--- src/rtl/csr_unit_pkg.sv ---
package csr_unit_pkg;
  // Low two bits of funct3 select the operation kind.
  typedef enum logic [1:0] {
    OPK_NONE  = 2'b00,
    OPK_WRITE = 2'b01,
    OPK_SET   = 2'b10,
    OPK_CLEAR = 2'b11
  } csr_opk_e;

  localparam logic [1:0] RO_PREFIX = 2'b11;
endpackage

--- src/rtl/csr_op_decode.sv ---
module csr_op_decode
  import csr_unit_pkg::*;
(
  input  logic       valid,
  input  logic [2:0] funct3,
  input  logic [4:0] rs1_idx,
  input  logic [4:0] rd_idx,
  input  logic [1:0] addr_top,
  output csr_opk_e   opk,
  output logic       use_imm,
  output logic       do_read,
  output logic       do_write,
  output logic       bad_op
);
  logic not_csr;
  logic wants_write;
  logic read_only;

  always_comb begin
    opk         = csr_opk_e'(funct3[1:0]);
    use_imm     = funct3[2];
    not_csr     = (opk == OPK_NONE);
    read_only   = (addr_top == RO_PREFIX);
    // write forms always write; set/clear only with a nonzero field
    wants_write = (opk == OPK_WRITE) || (rs1_idx != 5'd0);
    bad_op      = valid && (not_csr || (wants_write && read_only));
    do_write    = valid && !bad_op && wants_write;
    do_read     = valid && !bad_op && !((opk == OPK_WRITE) && (rd_idx == 5'd0));
  end
endmodule

--- src/rtl/csr_rmw_alu.sv ---
module csr_rmw_alu
  import csr_unit_pkg::*;
#(
  parameter int XLEN = 32
) (
  input  csr_opk_e          opk,
  input  logic [XLEN-1:0]   old_val,
  input  logic [XLEN-1:0]   operand,
  output logic [XLEN-1:0]   new_val
);
  always_comb begin
    unique case (opk)
      OPK_WRITE: new_val = operand;
      OPK_SET:   new_val = old_val | operand;
      OPK_CLEAR: new_val = old_val & ~operand;
      default:   new_val = old_val;
    endcase
  end
endmodule

--- src/rtl/csr_regfile.sv ---
module csr_regfile #(
  parameter int XLEN  = 32,
  parameter int IDX_W = 3
) (
  input  logic              clk,
  input  logic              we,
  input  logic [IDX_W-1:0]  waddr,
  input  logic [XLEN-1:0]   wdata,
  input  logic [IDX_W-1:0]  raddr,
  output logic [XLEN-1:0]   rdata
);
  localparam int DEPTH = 1 << IDX_W;

  logic [XLEN-1:0] mem [DEPTH];

  // synchronous write, asynchronous read: distributed RAM
  always_ff @(posedge clk) begin
    if (we) mem[waddr] <= wdata;
  end

  assign rdata = mem[raddr];
endmodule

--- src/rtl/csr_access_unit.sv ---
module csr_access_unit
  import csr_unit_pkg::*;
#(
  parameter int XLEN   = 32,
  parameter int ADDR_W = 12,
  parameter int IDX_W  = 3
) (
  input  logic              clk,
  input  logic              rst,
  input  logic              req_valid,
  input  logic [2:0]        funct3,
  input  logic [4:0]        rs1_idx,
  input  logic [XLEN-1:0]   rs1_val,
  input  logic [4:0]        rd_idx,
  input  logic [ADDR_W-1:0] csr_addr,
  output logic              rsp_valid,
  output logic              rd_we,
  output logic [XLEN-1:0]   rd_data,
  output logic              csr_re,
  output logic              csr_we,
  output logic [ADDR_W-1:0] csr_waddr,
  output logic [XLEN-1:0]   csr_wdata,
  output logic              illegal
);
  localparam int IMM_PAD = XLEN - 5;

  csr_opk_e        opk;
  logic            use_imm, do_read, do_write, bad_op;
  logic [XLEN-1:0] old_val, operand, new_val;

  csr_op_decode u_dec (
    .valid    (req_valid),
    .funct3   (funct3),
    .rs1_idx  (rs1_idx),
    .rd_idx   (rd_idx),
    .addr_top (csr_addr[ADDR_W-1 -: 2]),
    .opk      (opk),
    .use_imm  (use_imm),
    .do_read  (do_read),
    .do_write (do_write),
    .bad_op   (bad_op)
  );

  assign operand = use_imm ? {{IMM_PAD{1'b0}}, rs1_idx} : rs1_val;

  csr_regfile #(.XLEN(XLEN), .IDX_W(IDX_W)) u_rf (
    .clk   (clk),
    .we    (do_write),
    .waddr (csr_addr[IDX_W-1:0]),
    .wdata (new_val),
    .raddr (csr_addr[IDX_W-1:0]),
    .rdata (old_val)
  );

  csr_rmw_alu #(.XLEN(XLEN)) u_alu (
    .opk     (opk),
    .old_val (old_val),
    .operand (operand),
    .new_val (new_val)
  );

  always_ff @(posedge clk) begin
    if (rst) begin
      rsp_valid <= 1'b0;
      rd_we     <= 1'b0;
      rd_data   <= '0;
      csr_re    <= 1'b0;
      csr_we    <= 1'b0;
      csr_waddr <= '0;
      csr_wdata <= '0;
      illegal   <= 1'b0;
    end else begin
      rsp_valid <= req_valid;
      rd_we     <= do_read && (rd_idx != 5'd0);
      rd_data   <= do_read ? old_val : '0;
      csr_re    <= do_read;
      csr_we    <= do_write;
      csr_waddr <= do_write ? csr_addr : '0;
      csr_wdata <= do_write ? new_val : '0;
      illegal   <= bad_op;
    end
  end

  // set/clear with zero field never writes
  assert_setclr_nowrite_R6: assert property (@(posedge clk) disable iff (rst)
    (req_valid && funct3[1] && rs1_idx == 5'd0) |=> !csr_we);

  // write forms to a writable address always write
  assert_write_always_R7: assert property (@(posedge clk) disable iff (rst)
    (req_valid && funct3[1:0] == 2'b01 && csr_addr[ADDR_W-1 -: 2] != RO_PREFIX) |=> csr_we);

  // refused write leaves no write and no writeback
  assert_illegal_blocks_R10: assert property (@(posedge clk) disable iff (rst)
    illegal |-> (!csr_we && !rd_we && !csr_re));

  // no request, no response
  assert_idle_quiet_R2: assert property (@(posedge clk) disable iff (rst)
    !req_valid |=> (!rsp_valid && !csr_we && !illegal));

  // writeback only after a read
  assert_wb_needs_read_R9: assert property (@(posedge clk) disable iff (rst)
    !csr_re |-> (!rd_we && rd_data == '0));

  // write reported only inside a response
  assert_write_in_rsp_R12: assert property (@(posedge clk) disable iff (rst)
    csr_we |-> rsp_valid);
endmodule

--- config.mk ---
export PLATFORM = sky130hd
export DESIGN_NAME = csr_access_unit
export DESIGN_NICKNAME = d
export VERILOG_FILES = /design/src/rtl/csr_unit_pkg.sv /design/src/rtl/csr_op_decode.sv /design/src/rtl/csr_rmw_alu.sv /design/src/rtl/csr_regfile.sv /design/src/rtl/csr_access_unit.sv
export SDC_FILE = /design/constraint.sdc
export NUM_CORES = 1
export LEC_CHECK = 0
export CAP_MARGIN = 15
export CORE_ASPECT_RATIO = 1.2
export CORE_UTILIZATION = 40
export CTS_BUF_LIST = sky130_fd_sc_hd__clkbuf_4
export DETAILED_ROUTE_END_ITERATION = 16
export GPL_TIMING_DRIVEN = 0
export PLACE_DENSITY = 0.62
export SLEW_MARGIN = 20
export SYNTH_ARGS = -nofsm -noshare
export SYNTH_HDL_FRONTEND = slang
export SYNTH_HIERARCHICAL = 1
export SYNTH_SLANG_ARGS = --single-unit
--- constraint.sdc ---
create_clock -name clk -period 8.65 [get_ports clk]
set_input_delay 2.1625 -clock clk [delete_from_list [all_inputs] [get_ports clk]]
set_output_delay 2.1625 -clock clk [all_outputs]
set_load 0.02 [all_outputs]
**Word level (Yosys, flattened, before mapping)**

Memories as Yosys holds them, arrays and structs flattened.
Cells that the tools add are included.

- Bits in registers: 81
- RAM bits: 256
- Input bits: 60
- Word-level logic and storage cells: 39
- Memories kept: 1

- Equality and inequality tests: 4
- Mux-type cells: 4
- Bitwise operators: 5
- Reductions and logical operators: 17

Memory list:

| memory | depth | bits a word | rd ports | clocked after memory_dff | wr ports | RTL line | text |
|---|---|---|---|---|---|---|---|
| u_rf.mem | 8 | 32 | 1 | 0 | 1 | csr_regfile.sv:14 | `logic [XLEN-1:0] mem [DEPTH];` |

Operator list:

| cell | count |
|---|---|
| case mux 32 bit (3 select lines) | 1 |
| AND 32 bit | 1 |
| two-way mux 32 bit | 1 |
| NOT 32 bit | 1 |
| bitwise OR 32 bit | 1 |
| nonzero test 5 bit | 2 |
| logical AND 1 bit | 7 |
| equality test 2 bit (second input constant) | 3 |
| logical NOT 5 bit | 1 |
| OR reduction 2 bit | 2 |
| equality test 2 x 1 -> 1 bit (second input constant) | 1 |
| logical NOT 1 bit | 2 |
| logical NOT 2 bit | 1 |
| logical OR 1 bit | 2 |
| two-way mux 1 bit | 2 |
| NOT 1 bit | 2 |

**Depth between registers and ports, before layout**

- Depth in word-level cells: 10
- Gate-level depth with buffers: 7
- Depth with buffers taken out: 5

**Modules after synthesis**

The synthesis kept the hierarchy.

Modules (own cells, without submodules):

| module | times used | cells an instance | area an instance (um^2) | seq. area each (um^2) |
|---|---|---|---|---|
| csr_regfile | 1 | 383 | 9825.7 | 7687.4 |
| csr_access_unit | 1 | 205 | 2412.3 | 1621.6 |
| csr_rmw_alu | 1 | 142 | 928.4 | 0.0 |
| csr_op_decode | 1 | 15 | 105.1 | 0.0 |

**Worst setup path after synthesis**

Ideal clock, no wire load.

- Path kind: input-to-reg
- Start point: in funct3[0]
- End point: mem u_rf.mem[0][0] (enable)
- Arrival time: 5.052 ns
- Setup slack: 3.137 ns
- Cell stages on the path: 5
- Cell sequence: nor2b_1 > nor3_1 > nor3_1 > nand2b_1 > nor3_1

- Cells in the longest elaborated chain, start to end: 10
- Elaborated cells between the ends (all ways): 11
- Those cells by class: eq/ne: 1; mux: 2; reduce/logical: 8

RTL lines:

| item | RTL line | text |
|---|---|---|
| start, declared | csr_access_unit.sv:11 | `input logic [2:0] funct3,` |
| equality test 2 x 1 -> 1 bit | csr_op_decode.sv:25 | `wants_write = (opk == OPK_WRITE) \|\| (rs1_idx != 5'd0);` |
| logical OR 1 bit | csr_op_decode.sv:25 |  |
| logical AND 1 bit | csr_op_decode.sv:26 | `bad_op = valid && (not_csr \|\| (wants_write && read_only));` |
| logical OR 1 bit | csr_op_decode.sv:26 |  |
| logical AND 1 bit | csr_op_decode.sv:26 |  |
| logical NOT 1 bit | csr_op_decode.sv:27 | `do_write = valid && !bad_op && wants_write;` |
| logical AND 1 bit | csr_op_decode.sv:27 |  |
| logical AND 1 bit (*) | csr_op_decode.sv:27 |  |
| net do_write | csr_access_unit.sv:28 | `logic use_imm, do_read, do_write, bad_op;` |
| two-way mux 1 bit (*) | csr_regfile.sv:18 | `if (we) mem[waddr] <= wdata;` |
| two-way mux 1 bit (not written as such) (*) | csr_regfile.sv:18 |  |
| end, declared | csr_regfile.sv:14 |  |

Mark *: on every way through the listed nets, which the timed path passes. The rest lies on a longest branch.

**Worst setup path after layout**

- Start point: in funct3[0]
- End point: mem u_rf.mem[0][7] (enable)

Same word-level chain as after synthesis.

==> results by group <==
Synthesis
  – Share of the synthesized area in the top cell type: 57.9%
  – EDFF count, synth: 256
  – Post-Synthesis Cells: 745
  – Top FF cell, synth: edfxtp_1
  – Synth Register Bits: 337
  – Share of async-settable or async-resettable flops after synthesis: 0%
  – Netlist Area Pre-Place: 13,300 sq um
  – Sequential element share of the synthesized area: 70.1%
  – Syn. warnings: 6
  – Cell taking the most area after synthesis: edfxtp_1
  – Most numerous cell in the Yosys netlist: edfxtp_1
  – Syn_nets: 805
  – Synth top cells by count: edfxtp_1, dfxtp_1, and2_1, mux4_1, mux2_2
  – Cell variety after synth: 31
  – Mean Syn Cell Area: 17.8 sq um
  – Top post-synthesis cells by area: edfxtp_1, dfxtp_1, mux4_1

Floorplan
  – Starting Density: 40.9%
  – Core Region: 32,400 sq um
  – IO Pins: 141
  – Die X: 168 um
  – Site row count: 72
  – Die height: 202 um
  – Die area: 33,900 sq um

Critical path
  – Worst flop-to-flop path startpoint: u_rf/mem[1][17]
  – Setup slack, reg-to-reg: 6.76 ns
  – Max FO, Critical Path: 8
  – Endpoint type of the worst setup path: flop
  – Reg-to-Reg End: csr_wdata[17]
  – Crit Path Category: input pin to flop
  – Crit-path cells: clkdlybuf4s50_1, nor2b_1, nor3_1, nor3_1, nand2b_1, nor3_2, buf_4, buf_4, buf_6, buf_4
  – Worst EP required: 9.05 ns
  – Crit path largest cell delay: 0.51 ns
  – Arr. time, crit path: 5.12 ns
  – Most frequent CP cell: buf_4
  – Startpoint class of the critical path: input pin
  – Worst R2R Path Depth: 5
  – Slowest stage cell, crit path: clkdlybuf4s50_1

Route
  – First DRT Iteration DRCs: 495
  – Vias: 7,475
  – WL/cell: 20.7 um
  – Drt via density: 5.10
  – DRC viols: 0
  – ANT nets after route: 0
  – Total Wirelength: 30,400 um
  – Drt first pass iters: 5

Timing
  – Final Slew Violations: 0
  – Unrepaired setup endpoints after global routing: false
  – Final Hold Fails: 0
  – Final number of setup-violating endpoints: 0
  – Post-route clock period utilization: 54.6%
  – Fmax: 212 MHz
  – Clk_skew: 0.0722 ns
  – Setup tns final: 0 ns
  – Max_slew headroom: 46.2%
  – Minimum clock period after layout: 4.72 ns
  – Final WS setup: 3.93 ns
  – Worst slew pin tran: 0.807 ns

Global route
  – Total congestion overflow: 0
  – Largest net degree at the start of global routing: 21
  – Vias in the first global route: 7,886
  – GRT Overall Usage: 18.5%
  – First-pass GRT wire length: 46,200 um
  – Antenna violations before repair: 2

Min path
  – Worst hold endpoint: rd_data[18]
  – Hold_sp: u_rf/mem[5][18]
  – Hold Path Class: flop to flop
  – Hold path cells: 3

Clocking
  – Hold-fix buffers, CTS: 0
  – Clock sinks: 337
  – PostCTS Resize Cnt: 0
  – TritonCTS buffer count: 84
  – Setup repair bufs after CTS: 0
  – Clock Path Buffers: 3
  – CTS tree: done
  – Clk_lat worst skew: 0.73 ns
  – Reg clk slew, reported paths: 0.06 ns
  – Clk root buf: clkbuf_4
  – Depth of the CTS H-tree: 3

Power
  – Logic pwr share: 9.1%
  – Pwr dens: 208 nW/um^2
  – Clk network pwr share: 38.5%
  – P_int: 0.00264 W
  – Maximum VDD drop: 0.000114 V
  – Leakage: 5.87 nW
  – Net Sw Power: 0.000808 W
  – Net Sw Frac: 23.4%
  – Reg power frac: 52.5%

Placement
  – Setup Slack @ Placement: 3.26 ns
  – PortBufs: 139
  – DP Wirelength: 19,800 um
  – Placer congestion estimate: 0.718
  – Dpl cells: 1,309

Cells and area
  – Nets: 1,048
  – Final Non-Filler Cells: 1,467
  – Util after Layout: 51.2%
  – Ratio of cells with drive above 1 in the final layout: 25.1%
  – Area growth from synthesis to layout: 25.2%

Run
  – Max_cap viols: 0

Run status
  – Status: finished clean
==> logic make-up (layout without fill, tap and decap cells) <==
logic type / Yosys count / after routing / synth area share (%)
other: 0 / 2 / 0
AOI/OAI and AO/OA: 69 / 69 / 3.35
and+or+nand+nor: 129 / 129 / 5.93
muxes: 101 / 101 / 15.1
xor gates and xnor gates: 32 / 32 / 2.11
DFF: 337 / 337 / 70.1
buffers and inverters: 77 / 390 / 3.34
==> state kept, by name, indices dropped and copies added, names as in the netlist <==
register	flops
rd_we	1
rsp_valid	1
csr_wdata	32
csr_re	1
rd_data	32
illegal	1
u_rf/mem	256
csr_waddr	12
csr_we	1
==> layout by cell type, fill, tap and decap left out, drive strengths merged <==
cell and instances:
o21ai 33, mux4 64, buf 54, mux2 37, clkinvlp 2, bufinv 1
xnor2 32, a311oi 1, clkbuf 134, nor3 5, a22oi 32, o21a 2
clkdlybuf4s50 139, or4 2, dfxtp 81, o31a 1, and2 77, diode 2
nor2 8, nand2b 3, clkinv 24, nor2b 32, nand2 2, edfxtp 256
inv 36
==> critical path: cells and delay by family <==
kind | cells | cell delay [ns]
AND/OR/NAND/NOR | 5 | 1.61
buffers and inverters | 5 | 1.34
==> final cells by class <==
class	count	area, sq um
antenna	2	5.00
tap	407	509
sequential	337	9310
clock inverter	31	163
inverter	32	120
clock buffer	125	938
multi-input combinational	331	3570
buffer	45	323
fill	2700	15800
timing repair buffer	157	1670
==> power by group through the flow <==
stage	Sequential [W]	Clock (W)	Combinational [W]
2_1_floorplan	0.00186	0	0.000164
3_3_place_gp	0.00185	0	0.000302
3_5_place_dp	0.00185	0	0.000315
4_1_cts	0.00181	0.00137	0.000316
5_1_grt	0.00181	0.00146	0.000338
6_report	0.00181	0.00133	0.000312
==> metrics by stage <==
stage / instance area, sq um / hold slack, ns / power (W)
floorplan: 13300 / 0.756 / 0.00203
CTS: 16600 / 0.792 / 0.00350
finish: 16600 / 0.785 / 0.00345
detailed placement: 15500 / 0.787 / 0.00216
global route: 16600 / 0.837 / 0.00361
global placement: 15200 / 0.775 / 0.00215
==> per-layer routing <==
layer	vias up	GRT usage [%]	part of all wire (%)	wire length (um)
li1	3416	-	-	-
met1	3788	23.2	42	12900
met2	234	31.4	51	15400
met3	37	4.35	5.2	1580
met4	0	6.43	1.7	514
met5	-	0	0	0
==> worst max path at each step <==
| stage | start | endpoint | slack [ns] |
|---|---|---|---|
| after global routing | funct3[0] | u_rf/mem[0][7] | 3.84 |
| after CTS | funct3[0] | u_rf/mem[0][7] | 4.01 |
| after floorplan | funct3[0] | u_rf/mem[0][0] | 3.14 |
| after global placement | funct3[0] | u_rf/mem[0][8] | -0.31 |
| final | funct3[0] | u_rf/mem[0][7] | 3.93 |
| after detailed placement | funct3[0] | u_rf/mem[0][6] | 3.26 |
Note: power is estimated with default switching activity, not from simulation.
